**config.mk**
```make
export PLATFORM = sky130hd
export DESIGN_NAME = serial_char_tx
export DESIGN_NICKNAME = d
export VERILOG_FILES = /design/src/rtl/tx_pkg.sv /design/src/rtl/tx_bit_timer.sv /design/src/rtl/tx_ctrl.sv /design/src/rtl/tx_path.sv /design/src/rtl/serial_char_tx.sv
export SDC_FILE = /design/constraint.sdc
export NUM_CORES = 1
export LEC_CHECK = 0
export ABC_AREA = 0
export CORE_MARGIN = 5
export CORE_UTILIZATION = 50
export CTS_BUF_LIST = sky130_fd_sc_hd__clkbuf_8
export CTS_CLUSTER_SIZE = 8
export DETAILED_ROUTE_END_ITERATION = 16
export PLACE_DENSITY_LB_ADDON = 0.2
export SYNTH_ARGS = -nofsm -noshare
export SYNTH_HDL_FRONTEND = slang
export SYNTH_SLANG_ARGS = --single-unit
```
**constraint.sdc**
```tcl
create_clock -name clk -period 2.8 [get_ports clk]
set_clock_uncertainty 0.15 [all_clocks]
set_input_delay 0.56 -clock clk [delete_from_list [all_inputs] [get_ports clk]]
set_output_delay 0.56 -clock clk [all_outputs]
set_load 0.02 [all_outputs]
```
**src/rtl/tx_pkg.sv**
```systemverilog
package tx_pkg;
  typedef struct packed {
    logic xfer;   // move holding register into shifter, emit start bit
    logic shift;  // emit next bit from shifter
  } txStrobeT;
endpackage

```
**src/rtl/tx_bit_timer.sv**
```systemverilog
module tx_bit_timer #(
  parameter int DIV_MID  = 16,
  parameter int DIV_HIGH = 64
) (
  input  logic       clk,
  input  logic       rst,
  input  logic       en,
  input  logic       txClk,
  input  logic [1:0] rateSel,
  output logic       bitStrobe
);
  localparam int PRESCALE_W = $clog2(DIV_HIGH);
  localparam logic [PRESCALE_W-1:0] MID_M1  = PRESCALE_W'(DIV_MID - 1);
  localparam logic [PRESCALE_W-1:0] HIGH_M1 = PRESCALE_W'(DIV_HIGH - 1);

  logic                  clkQ;
  logic                  fallTick;
  logic [PRESCALE_W-1:0] edgeCnt;
  logic [PRESCALE_W-1:0] divM1;

  always_comb begin
    case (rateSel)
      2'd0:    divM1 = '0;
      2'd1:    divM1 = MID_M1;
      default: divM1 = HIGH_M1;
    endcase
  end

  assign fallTick = clkQ & ~txClk;

  always_ff @(posedge clk) begin
    if (rst) clkQ <= 1'b0;
    else     clkQ <= txClk;
  end

  always_ff @(posedge clk) begin
    if (rst || !en)
      edgeCnt <= '0;
    else if (fallTick)
      edgeCnt <= (edgeCnt >= divM1) ? '0 : edgeCnt + 1'b1;
  end

  assign bitStrobe = en & fallTick & (edgeCnt >= divM1);

  p_strobe_on_fall_r4: assert property (@(posedge clk) disable iff (rst)
    bitStrobe |-> ($past(txClk) && !txClk));
  p_cnt_cleared_r5: assert property (@(posedge clk) disable iff (rst)
    !en |=> (edgeCnt == '0));
endmodule

```
**src/rtl/tx_ctrl.sv**
```systemverilog
module tx_ctrl
  import tx_pkg::*;
#(
  parameter int DATA_BITS = 8
) (
  input  logic     clk,
  input  logic     rst,
  input  logic     en,
  input  logic     ctsN,
  input  logic     bitStrobe,
  input  logic     holdFull,
  output txStrobeT strobes,
  output logic     busy
);
  localparam int FRAME_LEFT = DATA_BITS + 1;  // data bits plus stop bit
  localparam int CNT_W      = $clog2(FRAME_LEFT + 1);
  localparam logic [CNT_W-1:0] CNT_LOAD = CNT_W'(FRAME_LEFT);

  logic [CNT_W-1:0] bitCnt;
  logic             lastBit;

  assign lastBit = busy && (bitCnt == '0);

  always_comb begin
    strobes = '0;
    if (bitStrobe && en) begin
      if (busy && !lastBit)
        strobes.shift = 1'b1;
      else if (holdFull && !ctsN)
        strobes.xfer = 1'b1;
    end
  end

  always_ff @(posedge clk) begin
    if (rst || !en) begin
      busy   <= 1'b0;
      bitCnt <= '0;
    end else if (strobes.xfer) begin
      busy   <= 1'b1;
      bitCnt <= CNT_LOAD;
    end else if (strobes.shift) begin
      bitCnt <= bitCnt - 1'b1;
    end else if (bitStrobe && lastBit) begin
      busy   <= 1'b0;
    end
  end

  p_start_needs_cts_r6: assert property (@(posedge clk) disable iff (rst)
    $rose(busy) |-> $past(!ctsN));
  p_frame_len_r3: assert property (@(posedge clk) disable iff (rst)
    busy |-> (bitCnt <= CNT_LOAD));
  p_off_idle_r2: assert property (@(posedge clk) disable iff (rst)
    !en |=> !busy);
endmodule

```
**src/rtl/tx_path.sv**
```systemverilog
module tx_path
  import tx_pkg::*;
#(
  parameter int DATA_BITS = 8
) (
  input  logic                 clk,
  input  logic                 rst,
  input  logic                 en,
  input  logic                 loadStb,
  input  logic [DATA_BITS-1:0] loadData,
  input  txStrobeT             strobes,
  output logic                 txd,
  output logic                 holdFull
);
  logic [DATA_BITS-1:0] holdReg;
  logic [DATA_BITS:0]   shiftReg;

  always_ff @(posedge clk) begin
    if (rst) begin
      holdFull <= 1'b0;
      holdReg  <= '0;
    end else begin
      if (loadStb) begin
        holdFull <= 1'b1;
        holdReg  <= loadData;
      end else if (strobes.xfer) begin
        holdFull <= 1'b0;
      end
    end
  end

  always_ff @(posedge clk) begin
    if (rst) begin
      txd      <= 1'b1;
      shiftReg <= '1;
    end else if (!en) begin
      txd      <= 1'b1;
    end else if (strobes.xfer) begin
      txd      <= 1'b0;
      shiftReg <= {1'b1, holdReg};
    end else if (strobes.shift) begin
      txd      <= shiftReg[0];
      shiftReg <= {1'b1, shiftReg[DATA_BITS:1]};
    end
  end

  p_mark_when_off_r2: assert property (@(posedge clk) disable iff (rst)
    !en |=> txd);
  p_load_fills_r7: assert property (@(posedge clk) disable iff (rst)
    loadStb |=> holdFull);
  p_start_is_space_r3: assert property (@(posedge clk) disable iff (rst)
    strobes.xfer |=> !txd);
endmodule

```
**src/rtl/serial_char_tx.sv**
```systemverilog
module serial_char_tx
  import tx_pkg::*;
#(
  parameter int DATA_BITS = 8,
  parameter int DIV_MID   = 16,
  parameter int DIV_HIGH  = 64
) (
  input  logic                 clk,
  input  logic                 rst,
  input  logic                 txEnable,
  input  logic                 ctsN,
  input  logic [1:0]           rateSel,
  input  logic                 txClk,
  input  logic                 loadStb,
  input  logic [DATA_BITS-1:0] loadData,
  output logic                 txd,
  output logic                 holdReady,
  output logic                 shiftEmpty
);
  txStrobeT strobes;
  logic     bitStrobe;
  logic     holdFull;
  logic     busy;

  tx_bit_timer #(.DIV_MID(DIV_MID), .DIV_HIGH(DIV_HIGH)) i_timer (
    .clk(clk), .rst(rst), .en(txEnable), .txClk(txClk),
    .rateSel(rateSel), .bitStrobe(bitStrobe)
  );

  tx_ctrl #(.DATA_BITS(DATA_BITS)) i_ctrl (
    .clk(clk), .rst(rst), .en(txEnable), .ctsN(ctsN),
    .bitStrobe(bitStrobe), .holdFull(holdFull),
    .strobes(strobes), .busy(busy)
  );

  tx_path #(.DATA_BITS(DATA_BITS)) i_path (
    .clk(clk), .rst(rst), .en(txEnable), .loadStb(loadStb),
    .loadData(loadData), .strobes(strobes),
    .txd(txd), .holdFull(holdFull)
  );

  assign holdReady  = ~holdFull;
  assign shiftEmpty = ~busy & ~holdFull;

  p_empty_needs_ready_r8: assert property (@(posedge clk) disable iff (rst)
    $rose(shiftEmpty) |-> txd);
endmodule

```
; ---- Word level (Yosys, flattened, before mapping)
; Cells that the tools add are included.
[op_classes]
n_bitwise = 8
multipliers = 0
add_sub_neg = 2
n_mux = 17
div_mod_pow = 0
n_lt_le_gt_ge = 1
shift = 0
n_reduce_logical = 18
n_eq_ne = 2
[op_table]
columns = cell, n
row1 = 9-bit 2-to-1 mux, 2
row2 = 6-bit case mux with 2 select lines, 1
row3 = 1-bit 2-to-1 mux, 10
row4 = 4-bit 2-to-1 mux, 2
row5 = "6-bit by 1-bit adder with 6-bit output, second input constant", 1
row6 = 6-bit >= comparator, 1
row7 = 6-bit 2-to-1 mux, 1
row8 = 2-bit nonzero test, 3
row9 = 1-bit logical AND, 5
row10 = 1-bit bitwise AND, 4
row11 = 4-bit logical NOT, 1
row12 = 1-bit NOT, 4
row13 = 2-bit AND reduction, 2
row14 = 2-bit OR reduction, 2
row15 = "4-bit by 1-bit subtractor with 4-bit output, second input constant", 1
row16 = 1-bit logical NOT, 3
row17 = "2-bit by 1-bit equality test with 1-bit output, second input constant", 1
row18 = 2-bit logical NOT, 1
row19 = 2-bit 2-to-1 mux, 1
row20 = "2-bit by 1-bit inequality test with 1-bit output, second input constant", 1
row21 = 1-bit logical OR, 1
[word_totals]
latchBits = 0
out_inout_bits = 3
wordCells = 57
romBits = 0
mem_bits_rw = 0
register_bits = 31
n_memories = 0
in_bits = 16

; ---- Longest topological paths before layout
[depth]
word_depth = 8
mapped_depth = 8
mapped_depth_nobuf = 7

; ---- Modules after synthesis
; Synthesis repeated with hierarchy kept, for this count alone.
[hier_totals]
cells_unflattened = 154
hier_area_um2 = 1468.9
[modules_own_cells]
columns = module, cells_per_inst, area_each_um2, seq_area_each_um2, instances
row1 = tx_path, 73, 744.5, 360.3, 1
row2 = tx_bit_timer, 44, 401.6, 140.1, 1
row3 = tx_ctrl, 35, 315.3, 100.1, 1
row4 = serial_char_tx, 2, 7.5, 0.0, 1

; ---- Least setup slack after synthesis
; No wires, ideal clock.
[synth_path]
path_type = input -> register
startpoint = input rateSel[1]
endpoint = register i_ctrl.bitCnt[1]
required_ps = 2534
cell_stages = 8
setup_slack_ps = 572
setup_ps = 116
arrival_ps = 1962
path_buffers = 1
cell_sequence = inv_1 > ha_1 > o211a_1 > a221o_1 > a22oi_1 > buf_4 > nor4_1 > a31o_2
[synth_between]
elab_chain_cells = 7
word_cells_on_any_way = 8
cone_classes = order compare: 1 / eq/ne: 1 / mux: 2 / bitwise: 1 / reduce/logical: 3
[synth_rtl]
columns = item, line
row1 = start: declaration, serial_char_tx.sv:12  ; input logic [1:0] rateSel,
row2 = 2-bit by 1-bit equality test with 1-bit output or 2-bit logical NOT (tied branches), tx_bit_timer.sv:22  ; case (rateSel)
row3 = 6-bit case mux with 2 select lines *, tx_bit_timer.sv:22
row4 = 6-bit >= comparator *, tx_bit_timer.sv:43  ; assign bitStrobe = en & fallTick & (edgeCnt >= divM1);
row5 = 1-bit bitwise AND *, tx_bit_timer.sv:43
row6 = 1-bit logical AND *, tx_ctrl.sv:26  ; if (bitStrobe && en) begin
row7 = 2-bit 2-to-1 mux *, tx_ctrl.sv:26
row8 = 2-bit OR reduction (no line), --
row9 = end signal: assignment, tx_ctrl.sv:42  ; bitCnt <= bitCnt - 1'b1;
row10 = end: declaration, tx_ctrl.sv:19  ; logic [CNT_W-1:0] bitCnt;
; Mark *: on every way between the ends. The rest lies on a longest branch, timed or not.
; A chain may end at the register's enable or synchronous reset.

; ---- Worst setup path after layout
[layout_path]
startpoint = input rateSel[1]
endpoint = register i_ctrl.bitCnt[2]
; The elaborated chain is that of the path after synthesis.

==> metrics.csv <==
metric,value,unit
setup_tns,0,ps
hp-class,flip-flop to flip-flop,
gp_congestion,0.836,
design_area,1680,sq um
drive_above_1_share,0.0690,
htree_levels,2,
area_delta_synth_final,21.9,%
routedWlPerCell,14.1,um
ios,19,
sw_frac_of_total,0.227,
cts_tree,yes,
cap_violations,0,
antenna_found_initial,0,
peakVddDrop,0.000380,V
worst_slew_pin_slew,765,ps
mostFrequentLayoutCell,dfxtp_1,
clkLatencyLatePin,280,ps
clock_sinks,30,
startpoint_type,primary input,
cp-end-kind,flip-flop,
grt_max_degree,14,
p_comb_frac,0.096,
cpPeakStageDelay,520,ps
antenna_cells,0,
slew_headroom,0.486,
die_w,62.4,um
die-area,3900,sq um
worstPathCellList,"clkdlybuf4s50_1, inv_1, ha_1, o211a_1, a221o_1, a22oi_1, buf_4, or4_1, a21oi_1",
grt_pass1_wl,5080,um
arrival,2650,ps
portBuffers,18,
hold_viol,0,
drc_errors,0,
synth_area,1380,sq um
seqPwrFrac,0.529,
power_frac_clock,0.374,
power.internal,0.644,mW
grt_pass1_vias,1110,
clock.fmax,386,MHz
initial_core_util,0.512,
drtPass1Iterations,4,
holdBufCountCts,0,
yosysSeqAreaShare,0.437,
vias,1206,
die_y,62.4,um
wirelength,2900,um
yosys.area.top_type,dfxtp_1,
nNetsFinal,195,
rsz0062_at_grt,false,
layout_common_cells,"dfxtp_1 (30), nor2_1 (21), clkdlybuf4s50_1 (18)",
cts_resized,0,
grt_overflow,0,
vias_per_cell,5.88,
powerDensity,497,nW/um^2
core,2690,sq um
ys_ff_latch,30,
critPathKind,primary input to flip-flop,
cts_setup_buffers,0,
crit_family,buffers and inverters,
yosysWarnings,0,
hpwlAfterDp,2100,um
status,"finished, final reports clean",
synth_cell_type_count,33,
slew_viol_final,0,
cts_buffers,5,
syn_avg_cell_area,9.17,sq um
fin_crit_sh,0.925,
synth_top_area_frac,0.437,
worstPathMaxFanout,13,
required,2860,ps
netlist_instances,150,
cp.buffers_inverters,3,
critPathSlowestCell,clkdlybuf4s50_1,
setup_violations,0,
place_area,1600,sq um
switchingPower,0.189,mW
power.total,0.833,mW
track_usage,0.161,
rows,19,
final_antenna_net_count,0,
fin_crit,2590,ps
cts.clk_slew.worst_paths,60,ps
synth.area.top_cells,"dfxtp_1 (44%), mux2i_1 (7.3%), nor2_1 (5.7%), a2bb2oi_1 (5.1%), ha_1 (4.5%)",
clockRootBuffer,clkbuf_8,
p_leak,0.671,nW
synth_nets,171,
fin_util,0.624,
cts_buffer_depth,2,
drt_iter0_drc,95,
-- registers in the layout, summed over array words and instances, names as in the netlist --
signal           flops
i_path.holdReg       8
i_path.shiftReg      8
i_timer.edgeCnt      6
i_ctrl.bitCnt        4
i_ctrl.busy          1
i_path.holdFull      1
i_path.txd           1
i_timer.clkQ         1
-- metrics by stage --
| step | std cells | hold slack, ps | setup WS [ps] |
|---|---|---|---|
| 6_report | 205 | 310 | 210 |
| 5_1_grt | 205 | 334 | 87.6 |
| 4_1_cts | 205 | 316 | 225 |
| 3_5_place_dp | 198 | 302 | -70.7 |
| 3_3_place_gp | 198 | 312 | 33.5 |
| 2_1_floorplan | 150 | 303 | 572 |
-- routing by layer --
metal	up-vias	share of wire	track usage
met5	-	0	0
met4	0	0.017	0.0637
li1	589	-	-
met3	7	0.086	0.0647
met1	562	0.45	0.211
met2	48	0.45	0.236
-- worst register-to-register path, stage by stage, from the launching register on --
cell	delay, ps
dfxtp_1	340
inv_1	70
ha_1	200
inv_1	110
o31a_1	420
o21ai_0	270
or2_2	370
a31o_2	250
-- synth_stat cells --
library cell / number
dfxtp_1: 30
nor2_1: 21
o21ai_0: 12
mux2i_1: 10
a2bb2oi_1: 8
inv_1: 8
nand2_1: 8
or3_1: 8
ha_1: 5
a21oi_1: 4
clkbuf_1: 3
xor2_1: 3
a221o_1: 2
nand2b_1: 2
nand4_1: 2
nor2b_1: 2
nor3_1: 2
nor4_1: 2
o31ai_1: 2
or4_1: 2
xnor2_1: 2
a211oi_1: 1
a21o_1: 1
a22oi_1: 1
a31o_2: 1
buf_2: 1
buf_4: 1
o2111a_1: 1
o211a_1: 1
o21bai_4: 1
o31a_1: 1
o41ai_1: 1
or2_2: 1
-- cells by family after synthesis --
kind of cell | after synthesis | share of synthesized area
DFF | 30 | 0.437
AOI/OAI and AO/OA | 37 | 0.199
xor gates and xnor gates | 5 | 0.0319
buffers and inverters | 13 | 0.0391
and+or+nand+nor | 50 | 0.175
muxes | 10 | 0.0728
adders and majority gates | 5 | 0.0455
-- final cells by class --
class,instances,area [sq um]
multi-input cells,107,721
clock buffers,5,68.8
clock inverters,2,7.51
fillers,238,1010
well taps,31,38.8
flip-flops and latches,30,601
inverters,8,30.0
repair buffers,22,210
-- power groups by stage --
stage	clock network (mW)	registers (mW)	logic, mW
global placement	0	0.450	0.0778
CTS	0.326	0.441	0.0803
floorplan	0	0.449	0.0430
global route	0.350	0.442	0.0877
finish	0.312	0.441	0.0803
detailed placement	0	0.450	0.0798
-- path summary, 6_finish.rpt --
path	from	endpoint	slack, ps	depth (start not counted)
hold reg to reg	i_path.txd$_SDFFE_PP1P_	i_path.txd$_SDFFE_PP1P_	310	1
setup / recovery	rateSel[1]	i_ctrl.bitCnt[2]$_SDFFE_PP0P_	210	9
hold / removal	i_path.txd$_SDFFE_PP1P_	i_path.txd$_SDFFE_PP1P_	310	1
setup reg to reg	i_ctrl.bitCnt[0]$_SDFFE_PP0P_	i_ctrl.bitCnt[1]$_SDFFE_PP0P_	520	7
Power figures use the tool's default switching activity.
